$ cat src/rtl/pgctl_pkg.sv
package pgctl_pkg;
  localparam int XLEN = 32;

  typedef enum logic [1:0] {
    SEL_CR0  = 2'd0,
    SEL_CR3  = 2'd1,
    SEL_CR4  = 2'd2,
    SEL_NONE = 2'd3
  } cr_sel_e;

  // CR0 bit positions
  localparam int B_PE = 0;
  localparam int B_MP = 1;
  localparam int B_EM = 2;
  localparam int B_TS = 3;
  localparam int B_ET = 4;
  localparam int B_WP = 16;
  localparam int B_PG = 31;
  // CR4 bit positions
  localparam int B_PSE = 4;
  localparam int B_PAE = 5;
  localparam int B_PGE = 7;
  // gated address bit
  localparam int B_GATE = 20;

  localparam logic [XLEN-1:0] CR0_RESET = 32'h6000_0010;

  function automatic logic [XLEN-1:0] cr0_store_val(input logic [XLEN-1:0] v);
    logic [XLEN-1:0] r;
    r = v;
    r[B_ET] = 1'b1;
    return r;
  endfunction

  function automatic logic cr0_needs_flush(input logic [XLEN-1:0] cur,
                                           input logic [XLEN-1:0] nxt);
    return (cur[B_PG] ^ nxt[B_PG]) | (cur[B_WP] ^ nxt[B_WP]) | (cur[B_PE] ^ nxt[B_PE]);
  endfunction

  function automatic logic cr4_needs_flush(input logic [XLEN-1:0] cur,
                                           input logic [XLEN-1:0] nxt);
    return (cur[B_PGE] ^ nxt[B_PGE]) | (cur[B_PAE] ^ nxt[B_PAE]) | (cur[B_PSE] ^ nxt[B_PSE]);
  endfunction

  function automatic logic [XLEN-1:0] gate_mask(input logic en);
    logic [XLEN-1:0] m;
    m = '1;
    m[B_GATE] = en;
    return m;
  endfunction
endpackage

$ cat src/rtl/pg_cr0_reg.sv
module pg_cr0_reg
  import pgctl_pkg::*;
(
  input  logic            clk,
  input  logic            rst_n,
  input  logic            wr,
  input  logic [XLEN-1:0] data,
  output logic [XLEN-1:0] cr0_q,
  output logic            full_evt,
  output logic            hf_pe,
  output logic            hf_addseg,
  output logic            hf_mp,
  output logic            hf_em,
  output logic            hf_ts
);
  assign full_evt = wr && cr0_needs_flush(cr0_q, data);

  always_ff @(posedge clk) begin
    if (!rst_n) cr0_q <= CR0_RESET;
    else if (wr) cr0_q <= cr0_store_val(data);
  end

  // hidden flags are kept in their own flops, loaded from the write data
  always_ff @(posedge clk) begin
    if (!rst_n) begin
      hf_pe     <= CR0_RESET[B_PE];
      hf_addseg <= ~CR0_RESET[B_PE];
      hf_mp     <= CR0_RESET[B_MP];
      hf_em     <= CR0_RESET[B_EM];
      hf_ts     <= CR0_RESET[B_TS];
    end else if (wr) begin
      hf_pe     <= data[B_PE];
      hf_addseg <= ~data[B_PE];
      hf_mp     <= data[B_MP];
      hf_em     <= data[B_EM];
      hf_ts     <= data[B_TS];
    end
  end

  AST_CR0_STORE: assert property (@(posedge clk) disable iff (!rst_n)
    wr |=> (cr0_q[B_ET] && cr0_q[XLEN-1:B_ET+1] == $past(data[XLEN-1:B_ET+1])));
  AST_HF_TRACK: assert property (@(posedge clk) disable iff (!rst_n)
    (hf_pe == cr0_q[B_PE]) && (hf_addseg != cr0_q[B_PE]) &&
    ({hf_ts, hf_em, hf_mp} == cr0_q[B_TS:B_MP]));
endmodule

$ cat src/rtl/pg_cr34_regs.sv
module pg_cr34_regs
  import pgctl_pkg::*;
(
  input  logic            clk,
  input  logic            rst_n,
  input  logic            wr3,
  input  logic            wr4,
  input  logic            paging_on,
  input  logic [XLEN-1:0] data,
  output logic [XLEN-1:0] cr3_q,
  output logic [XLEN-1:0] cr4_q,
  output logic            cr3_evt,
  output logic            cr4_full_evt
);
  assign cr3_evt      = wr3 && paging_on;
  assign cr4_full_evt = wr4 && cr4_needs_flush(cr4_q, data);

  always_ff @(posedge clk) begin
    if (!rst_n) begin
      cr3_q <= '0;
      cr4_q <= '0;
    end else begin
      if (wr3) cr3_q <= data;
      if (wr4) cr4_q <= data;
    end
  end

  AST_CR3_ALWAYS: assert property (@(posedge clk) disable iff (!rst_n)
    wr3 |=> cr3_q == $past(data));
  AST_CR4_STORE: assert property (@(posedge clk) disable iff (!rst_n)
    wr4 |=> cr4_q == $past(data));
endmodule

$ cat src/rtl/pg_gate20.sv
module pg_gate20
  import pgctl_pkg::*;
(
  input  logic            clk,
  input  logic            rst_n,
  input  logic            gate_en,
  output logic [XLEN-1:0] addr_mask,
  output logic            gate_evt
);
  logic gate_q;

  assign gate_evt = gate_en ^ gate_q;

  always_ff @(posedge clk) begin
    if (!rst_n) gate_q <= 1'b1;
    else if (gate_evt) gate_q <= gate_en;
  end

  always_ff @(posedge clk) begin
    if (!rst_n) addr_mask <= gate_mask(1'b1);
    else if (gate_evt) addr_mask <= gate_mask(gate_en);
  end

  AST_MASK_FOLLOWS: assert property (@(posedge clk) disable iff (!rst_n)
    $past(gate_evt) |-> addr_mask[B_GATE] == $past(gate_en));
endmodule

$ cat src/rtl/pg_flush_arb.sv
module pg_flush_arb (
  input  logic clk,
  input  logic rst_n,
  input  logic cr0_full_evt,
  input  logic cr3_evt,
  input  logic cr4_full_evt,
  input  logic gate_evt,
  output logic flush_req,
  output logic flush_all,
  output logic exit_req
);
  logic any_full;
  assign any_full = cr0_full_evt | cr4_full_evt | gate_evt;

  always_ff @(posedge clk) begin
    if (!rst_n) begin
      flush_req <= 1'b0;
      flush_all <= 1'b0;
      exit_req  <= 1'b0;
    end else begin
      flush_req <= any_full | cr3_evt;
      flush_all <= any_full;
      exit_req  <= gate_evt;
    end
  end

  AST_FULL_WINS: assert property (@(posedge clk) disable iff (!rst_n)
    ($past(cr3_evt) && $past(gate_evt)) |-> (flush_req && flush_all));
endmodule

$ cat src/rtl/paging_ctl_unit.sv
module paging_ctl_unit
  import pgctl_pkg::*;
(
  input  logic        clk,
  input  logic        rst_n,
  input  logic        wr_en,
  input  logic [1:0]  wr_sel,
  input  logic [31:0] wr_data,
  input  logic        gate_en,
  output logic [31:0] cr0_q,
  output logic [31:0] cr3_q,
  output logic [31:0] cr4_q,
  output logic [31:0] addr_mask,
  output logic        flush_req,
  output logic        flush_all,
  output logic        exit_req,
  output logic        hf_pe,
  output logic        hf_addseg,
  output logic        hf_mp,
  output logic        hf_em,
  output logic        hf_ts
);
  logic wr0, wr3, wr4;
  logic cr0_full_evt, cr3_evt, cr4_full_evt, gate_evt;

  assign wr0 = wr_en && (wr_sel == SEL_CR0);
  assign wr3 = wr_en && (wr_sel == SEL_CR3);
  assign wr4 = wr_en && (wr_sel == SEL_CR4);

  pg_cr0_reg u_cr0 (
    .clk(clk), .rst_n(rst_n), .wr(wr0), .data(wr_data), .cr0_q(cr0_q),
    .full_evt(cr0_full_evt), .hf_pe(hf_pe), .hf_addseg(hf_addseg),
    .hf_mp(hf_mp), .hf_em(hf_em), .hf_ts(hf_ts)
  );

  pg_cr34_regs u_cr34 (
    .clk(clk), .rst_n(rst_n), .wr3(wr3), .wr4(wr4), .paging_on(cr0_q[B_PG]),
    .data(wr_data), .cr3_q(cr3_q), .cr4_q(cr4_q),
    .cr3_evt(cr3_evt), .cr4_full_evt(cr4_full_evt)
  );

  pg_gate20 u_gate (
    .clk(clk), .rst_n(rst_n), .gate_en(gate_en),
    .addr_mask(addr_mask), .gate_evt(gate_evt)
  );

  pg_flush_arb u_arb (
    .clk(clk), .rst_n(rst_n), .cr0_full_evt(cr0_full_evt), .cr3_evt(cr3_evt),
    .cr4_full_evt(cr4_full_evt), .gate_evt(gate_evt),
    .flush_req(flush_req), .flush_all(flush_all), .exit_req(exit_req)
  );

  AST_EXIT_IS_FULL: assert property (@(posedge clk) disable iff (!rst_n)
    exit_req |-> (flush_req && flush_all));
  AST_MASK_CHANGE_EXITS: assert property (@(posedge clk) disable iff (!rst_n)
    (addr_mask != $past(addr_mask)) |-> exit_req);
  AST_CR0_PAGING_FLUSH: assert property (@(posedge clk) disable iff (!rst_n)
    (cr0_q[B_PG] != $past(cr0_q[B_PG])) |-> (flush_req && flush_all));
  AST_NO_IDLE_FLUSH: assert property (@(posedge clk) disable iff (!rst_n)
    ($past(!wr_en) && $past(gate_en) == addr_mask[B_GATE] && $stable(addr_mask)) |-> !flush_req);
  AST_CR3_NONGLOBAL: assert property (@(posedge clk) disable iff (!rst_n)
    ($past(wr3) && $past(cr0_q[B_PG]) && $stable(addr_mask)) |-> (flush_req && !flush_all));
  AST_SEL3_HOLD: assert property (@(posedge clk) disable iff (!rst_n)
    ($past(wr_en) && $past(wr_sel) == 2'd3) |-> ($stable(cr0_q) && $stable(cr3_q) && $stable(cr4_q)));
endmodule

$ cat config.mk
export PLATFORM = sky130hd
export DESIGN_NAME = paging_ctl_unit
export DESIGN_NICKNAME = d
export VERILOG_FILES = /design/src/rtl/pgctl_pkg.sv /design/src/rtl/pg_cr0_reg.sv /design/src/rtl/pg_cr34_regs.sv /design/src/rtl/pg_gate20.sv /design/src/rtl/pg_flush_arb.sv /design/src/rtl/paging_ctl_unit.sv
export SDC_FILE = /design/constraint.sdc
export NUM_CORES = 1
export LEC_CHECK = 0
export CAP_MARGIN = 0
export CORE_UTILIZATION = 41
export DETAILED_ROUTE_END_ITERATION = 10
export PLACE_DENSITY = 0.83
export SYNTH_ARGS = -nofsm -noshare
export SYNTH_HDL_FRONTEND = slang
export SYNTH_SLANG_ARGS = --single-unit
$ cat constraint.sdc
create_clock -name clk -period 1.6 [get_ports clk]
set_clock_uncertainty 0.05 [all_clocks]
set_input_delay 0.48 -clock clk [delete_from_list [all_inputs] [get_ports clk]]
set_output_delay 0.48 -clock clk [all_outputs]
set_load 0.01 [all_outputs]
==> results of run 1 <==
==> cells by family after synthesis <==
family,after synthesis,share of synthesized area [%]
compound gates,98,13.2
xor+xnor,7,1.61
buf+inv,70,11.8
flops,100,52.4
other cells,1,0.0982
simple gates,202,20.9
==> tightest hold or removal path, delay by kind of cell, from the launching register on <==
family,cells,cell delay (ps)
flip-flops,1,310
AND/OR/NAND/NOR,1,50
AO/OA/AOI/OAI,1,50
==> stage by stage <==
step | util (%) | setup TNS (ps) | setup WS [ps] | power, uW
detailed placement | 60.4 | -28610 | -370 | 3370
global placement | 60.4 | -25880 | -338 | 3350
finish | 61.3 | 0 | 48.3 | 4740
floorplan | - | 0 | 199 | 3010
CTS | 61.1 | 0 | 10.8 | 4790
global route | 61.3 | -36.3 | -12.0 | 4980
==> sequential cells by signal, indices dropped and copies added (netlist names) <==
| name | flops |
|---|---|
| u_cr34.cr4_q | 32 |
| u_arb.exit_req | 1 |
| u_cr0.cr0_q | 31 |
| u_gate.addr_mask | 1 |
| u_arb.flush_req | 1 |
| u_cr34.cr3_q | 32 |
| u_arb.flush_all | 1 |
| u_cr0.hf_addseg | 1 |
==> placed cells by master, fill, tap and decap left out, drive strengths merged <==
cell           count
nand2            191
dlygate4sd2      100
dfxtp            100
a21oi             93
clkdlybuf4s50     35
conb              32
buf               30
clkbuf            13
xor2               6
clkdlybuf4s15      3
and3b              2
nand3b             2
nand3              2
o31ai              2
nand2b             2
clkinvlp           2
dlymetal6s2s       2
inv                2
nor3b              1
or3b               1
xnor2              1
nor2               1
a31oi              1
a41oi              1
a21o               1
clkinv             1
==> power by group <==
| group | total, uW | switching (uW) | leakage (uW) | internal (uW) |
|---|---|---|---|---|
| clock network | 1500 | 837 | 0.0000892 | 660 |
| registers | 2620 | 44.9 | 0.000815 | 2580 |
| logic | 626 | 336 | 0.00158 | 289 |
==> layout make-up <==
type	instances	share of cell area [%]
clock buffers	12	2.86
inverters	1	0.0692
repair buffers	171	29.4
flip-flops and latches	100	37.0
well taps	108	2.49
clock inverters	4	0.600
multi-input cells	339	27.6
==> metal layers <==
layer  global-route usage [%]  wire (um)
met1                     25.0       4110
met2                     38.8       5140
met3                     5.82        774
met4                     6.66         85
met5                        0          0
==> synth_stat cells <==
library cell	number	area share, %
a21o_1	1	0.20
a21oi_1	93	12
a31oi_1	1	0.16
a41oi_1	1	0.23
and3b_1	2	0.46
buf_2	19	2.5
buf_4	38	7.5
buf_6	3	0.88
clkbuf_1	9	0.88
conb_1	1	0.098
dfxtp_1	100	52
inv_2	1	0.098
nand2_1	191	19
nand2b_1	2	0.33
nand3_1	2	0.26
nand3b_1	2	0.39
nor2_1	1	0.098
nor3b_2	1	0.33
o31ai_1	2	0.39
or3b_1	1	0.23
xnor2_1	1	0.23
xor2_1	6	1.4
==> worst paths after layout <==
kind | end | slack (ps)
setup / recovery | u_cr0.cr0_q[2] | 50
hold / removal | u_cr34.cr4_q[1] | 410
setup reg to reg | u_arb.flush_req | 310
hold reg to reg | u_cr34.cr4_q[1] | 410
==> timing repair <==
action | in CTS | in global routing
pin swaps | 0 | 1
gates resized for setup | 106 | 12
endpoints found under the setup margin | 105 | 23
==> qor.csv, run 1 <==
metric,value,unit
holdCritPathClass,reg -> reg,
cts_root_buf,clkbuf_8,
instances_no_fill,735,
seq_area,0.00201,mm2
drt_pass1_iterations,8,
antennaDiodeCount,0,
dp_hpwl,7.49,mm
dpl.cell_count,719,
cp_common_cell,buf_4,
syn_inst,478,
final-setup-viol-count,0,
ys_ff_latch,100,
nets,660,
dpl_cell_area,0.00534,mm2
drive_above_1_share,8.45,%
vias,3516,
syn_to_final_growth,42.0,%
clk_pin_slew,90,ps
cts_tree,built,
timing.fmax,644,MHz
drv_slew,0,
drt_wl_total,10.1,mm
io_pins,174,
slowest_stage,clkdlybuf4s50_1,
fillers,858,
cts-hold-fix-buffers,0,
port_buffers,141,
die_w,98.5,um
numCtsBuffers,9,
total_leakage_power,0.00248,uW
min_period_over_period,97.0,%
design_area,0.00542,mm2
gp_congestion,0.769,
rsz0062_at_grt,true,
clock_latency,360,ps
syn-cell-area,0.00382,mm2
h-tree-depth,3,
grt_util_all_layers,21.6,%
syn_area_per_cell,7.99,um2
antenna_found_initial,0,
path_cells,clkdlybuf4s50_1 > buf_4 > nor3b_4 > buf_4 > nand2_1 > a21oi_1,
hold_ws,406,ps
die_y,98.5,um
violations,design-rule violations,
peakVddDrop,433,uV
core,0.00885,mm2
crit_path_start,wr_en,
cellPowerDensity,875,mW/mm2
min_from,u_cr34.cr4_q[1],
regToRegStartpoint,u_cr0.cr0_q[31],
status,"finished, violations left",
drv_cap,0,
cp_num_buf_inv,3,
antenna_left,0,
wl_per_cell,13.7,um
required,1840,ps
grt_first_pass_wirelength,16.6,mm
worstSetupEndpointType,register,
cpPeakStageDelay,500,ps
first_global_vias,3452,
viasPerCell,4.78,
drt_iter0_markers,101,
arrival,1790,ps
crit_type,in -> reg,
report.final.hold_viol_count,0,
start_util,43.2,%
period_minus_slack,1550,ps
die-area,0.00970,mm2
row_count,34,
grt_max_degree,64,
drc,11,
cp.depth,6,
clockBufferDepth,2,
min_path_cells,2,
globalRoute.totalOverflow,0,
postCtsSetupBuffers,0,
critPathMaxFanout,16,
worstSetupStartpointType,input pin,
cp_top_family,buffers and inverters,
multiInputGateArea,0.00150,mm2
cts.sinks,100,
synth_cell_types,22,
r2r_cells,4,
ys_seq_area_share,52.4,%
yosysWarnings,0,
No activity file was read; power rests on OpenSTA's default activity.
==> inputs of run 2 (changes only) <==
--- a/config.mk
+++ b/config.mk
@@ -6,9 +6,9 @@
 export NUM_CORES = 1
 export LEC_CHECK = 0
 export CAP_MARGIN = 0
-export CORE_UTILIZATION = 41
+export CORE_UTILIZATION = 37
 export DETAILED_ROUTE_END_ITERATION = 10
-export PLACE_DENSITY = 0.83
+export PLACE_DENSITY = 0.8
 export SYNTH_ARGS = -nofsm -noshare
 export SYNTH_HDL_FRONTEND = slang
 export SYNTH_SLANG_ARGS = --single-unit
==> constraint.sdc (replaced) <==
create_clock -name clk -period 1.34 [get_ports clk]
set_clock_uncertainty 0.05 [all_clocks]
set_input_delay 0.402 -clock clk [delete_from_list [all_inputs] [get_ports clk]]
set_output_delay 0.402 -clock clk [all_outputs]
set_load 0.01 [all_outputs]
==> qor.csv, run 2 (synthesis gave the netlist of run 1 again) <==
metric,value,unit,change
status,"finished, final reports clean",,
vias,3657,,+4.0%
post-place-ws,-637,ps,-267 ps
layout_commonest_cell,nand2_1,,
hold_ws,405,ps,-1.53 ps
antennaDiodeCount,0,,unchanged
cpPeakStageDelay,360,ps,-140 ps
cellPowerDensity,1070,mW/mm2,+22%
cts_root_buf,clkbuf_8,,
seq_area,0.00211,mm2,+5.4%
grt_max_degree,61,,-4.7%
reg2reg_slack,80,ps,-230 ps
drv_cap,0,,unchanged
arrival,840,ps,-950 ps
r2r_cells,4,,unchanged
worstSetupStartpointType,register,,
drc,0,,-11
design_area,0.00537,mm2,-0.99%
comb_power_share,13.5,%,+0.3 points
drt_wl_total,10.8,mm,+7.1%
core,0.00991,mm2,+12%
port_buffers,141,,unchanged
critPathMaxFanout,3,,-13
slowest_stage,dfxtp_2,,
regToRegStartpoint,u_cr34.cr4_q[4],,
numCtsBuffers,9,,unchanged
antenna_left,0,,unchanged
fin_util,54.2,%,-7.1 points
required,890,ps,-950 ps
timing.fmax,775,MHz,
h-tree-depth,3,,unchanged
globalRoute.totalOverflow,0,,unchanged
die_w,104,um,+5.2%
drive_above_1_share,41.2,%,+33 points
report.final.hold_viol_count,0,,unchanged
syn_to_final_growth,40.6,%,
cp_num_buf_inv,1,,-2
nets,676,,+2.4%
clk_pin_slew,100,ps,about the same
start_util,38.5,%,-4.6 points
p_clk_share,31.6,%,about the same
critPathCapture,hf_pe,,
p_total,5720,uW,+21%
clock_latency,350,ps,about the same
p_switching,1580,uW,+30%
grt_first_pass_wirelength,17.3,mm,+4.5%
fillers,992,,+16%
cts_tree,built,,
grt_util_all_layers,19.9,%,-1.7 points
io_pins,174,,unchanged
crit_path_start,u_cr0.cr0_q[0],,
cp.depth,1,,-5
fin_ws,49.7,ps,+1.39 ps
final-setup-viol-count,0,,unchanged
cts.sinks,100,,unchanged
min_period_over_period,96.3,%,
die-area,0.0107,mm2,+11%
row_count,36,,+5.9%
antenna_found_initial,0,,unchanged
viasPerCell,4.71,,-1.5%
first_global_vias,3585,,+3.9%
drt_iter0_markers,128,,+27%
peakVddDrop,637,uV,+47%
cp_top_family,flip-flops,,
r2r-end,u_arb.flush_req,,
multiInputGateArea,0.00156,mm2,+4.4%
gp_congestion,0.741,,-3.7%
drt_pass1_iterations,4,,-4
final_cell_mix,"nand2_1, buf_2, a21oi_1",,
path_cells,buf_2,,
dpl_cell_area,0.00539,mm2,+0.96%
seq_power_share,54.9,%,-0.4 points
worstSetupEndpointType,primary output,,
period_minus_slack,1290,ps,
die_y,104,um,+5.2%
wl_per_cell,14.0,um,+1.5%
total_leakage_power,0.00240,uW,-3.4%
reg_top3,"u_cr34.cr3_q x32, u_cr34.cr4_q x32, u_cr0.cr0_q x31",,
clockBufferDepth,2,,unchanged
p_sw_share,27.6,%,+1.9 points
crit_type,reg -> out,,
drv_slew,0,,unchanged
holdCritPathClass,reg -> reg,,
dp_hpwl,7.55,mm,+0.79%
p_int,4140,uW,+18%
==> run 2: cell count changes in the layout (fill, tap and decap cells not counted), sizes merged <==
cell and delta:
dlygate4sd2 -95, buf +120, clkdlybuf4s15 -3, inv +2
clkdlybuf4s50 -6, dlymetal6s2s +1, clkbuf -3
==> run 2: per-layer routing <==
layer / routed length [um] / global-route usage [%]
met1: 4660 / 24.1
met2: 5310 / 34.8
met3: 761 / 4.78
met4: 93 / 6.00
met5: 0 / 0
==> run 2: per-stage QoR <==
step                      instances  TNS, ps
after floorplan                 509        0
after global placement          745   -47450
after detailed placement        745   -50670
after CTS                       776        0
after global routing            776    -18.7
final                           776        0
==> run 2: worst min path at each step <==
stage	depth (start not counted)	slack (ps)	start	to
2_1_floorplan	2	420	u_cr0.cr0_q[31]	u_cr0.cr0_q[31]
3_3_place_gp	2	390	u_cr34.cr3_q[31]	u_cr34.cr3_q[31]
3_5_place_dp	2	400	u_cr34.cr3_q[3]	u_cr34.cr3_q[3]
4_1_cts	2	400	u_cr34.cr3_q[3]	u_cr34.cr3_q[3]
5_1_grt	4	430	wr_data[5]	u_cr0.cr0_q[5]
6_report	2	400	u_cr34.cr4_q[9]	u_cr34.cr4_q[9]
==> run 2: area by class of cell <==
class                      instances  share of cell area [%]
tap                              133                    3.10
clock buffer                      10                    2.38
clock inverter                     6                    1.03
inverter                           1                  0.0699
timing repair buffer             187                    25.0
multi-input combinational        339                    29.1
sequential                       100                    39.4
==> run 2: timing repair <==
action	CTS	global route
cloned	0	0
resized for setup	519	10
hold buffers	0	0
pin swaps	3	3
endpoints found under the setup margin	202	2
setup buffers	16	1
==> run 2: power groups by stage <==
stage	Combinational, uW	Clock [uW]	Sequential [uW]
floorplan	356	0	3240
global placement	808	0	3200
detailed placement	824	0	3200
CTS	760	1860	3140
global route	837	1960	3160
finish	770	1810	3140
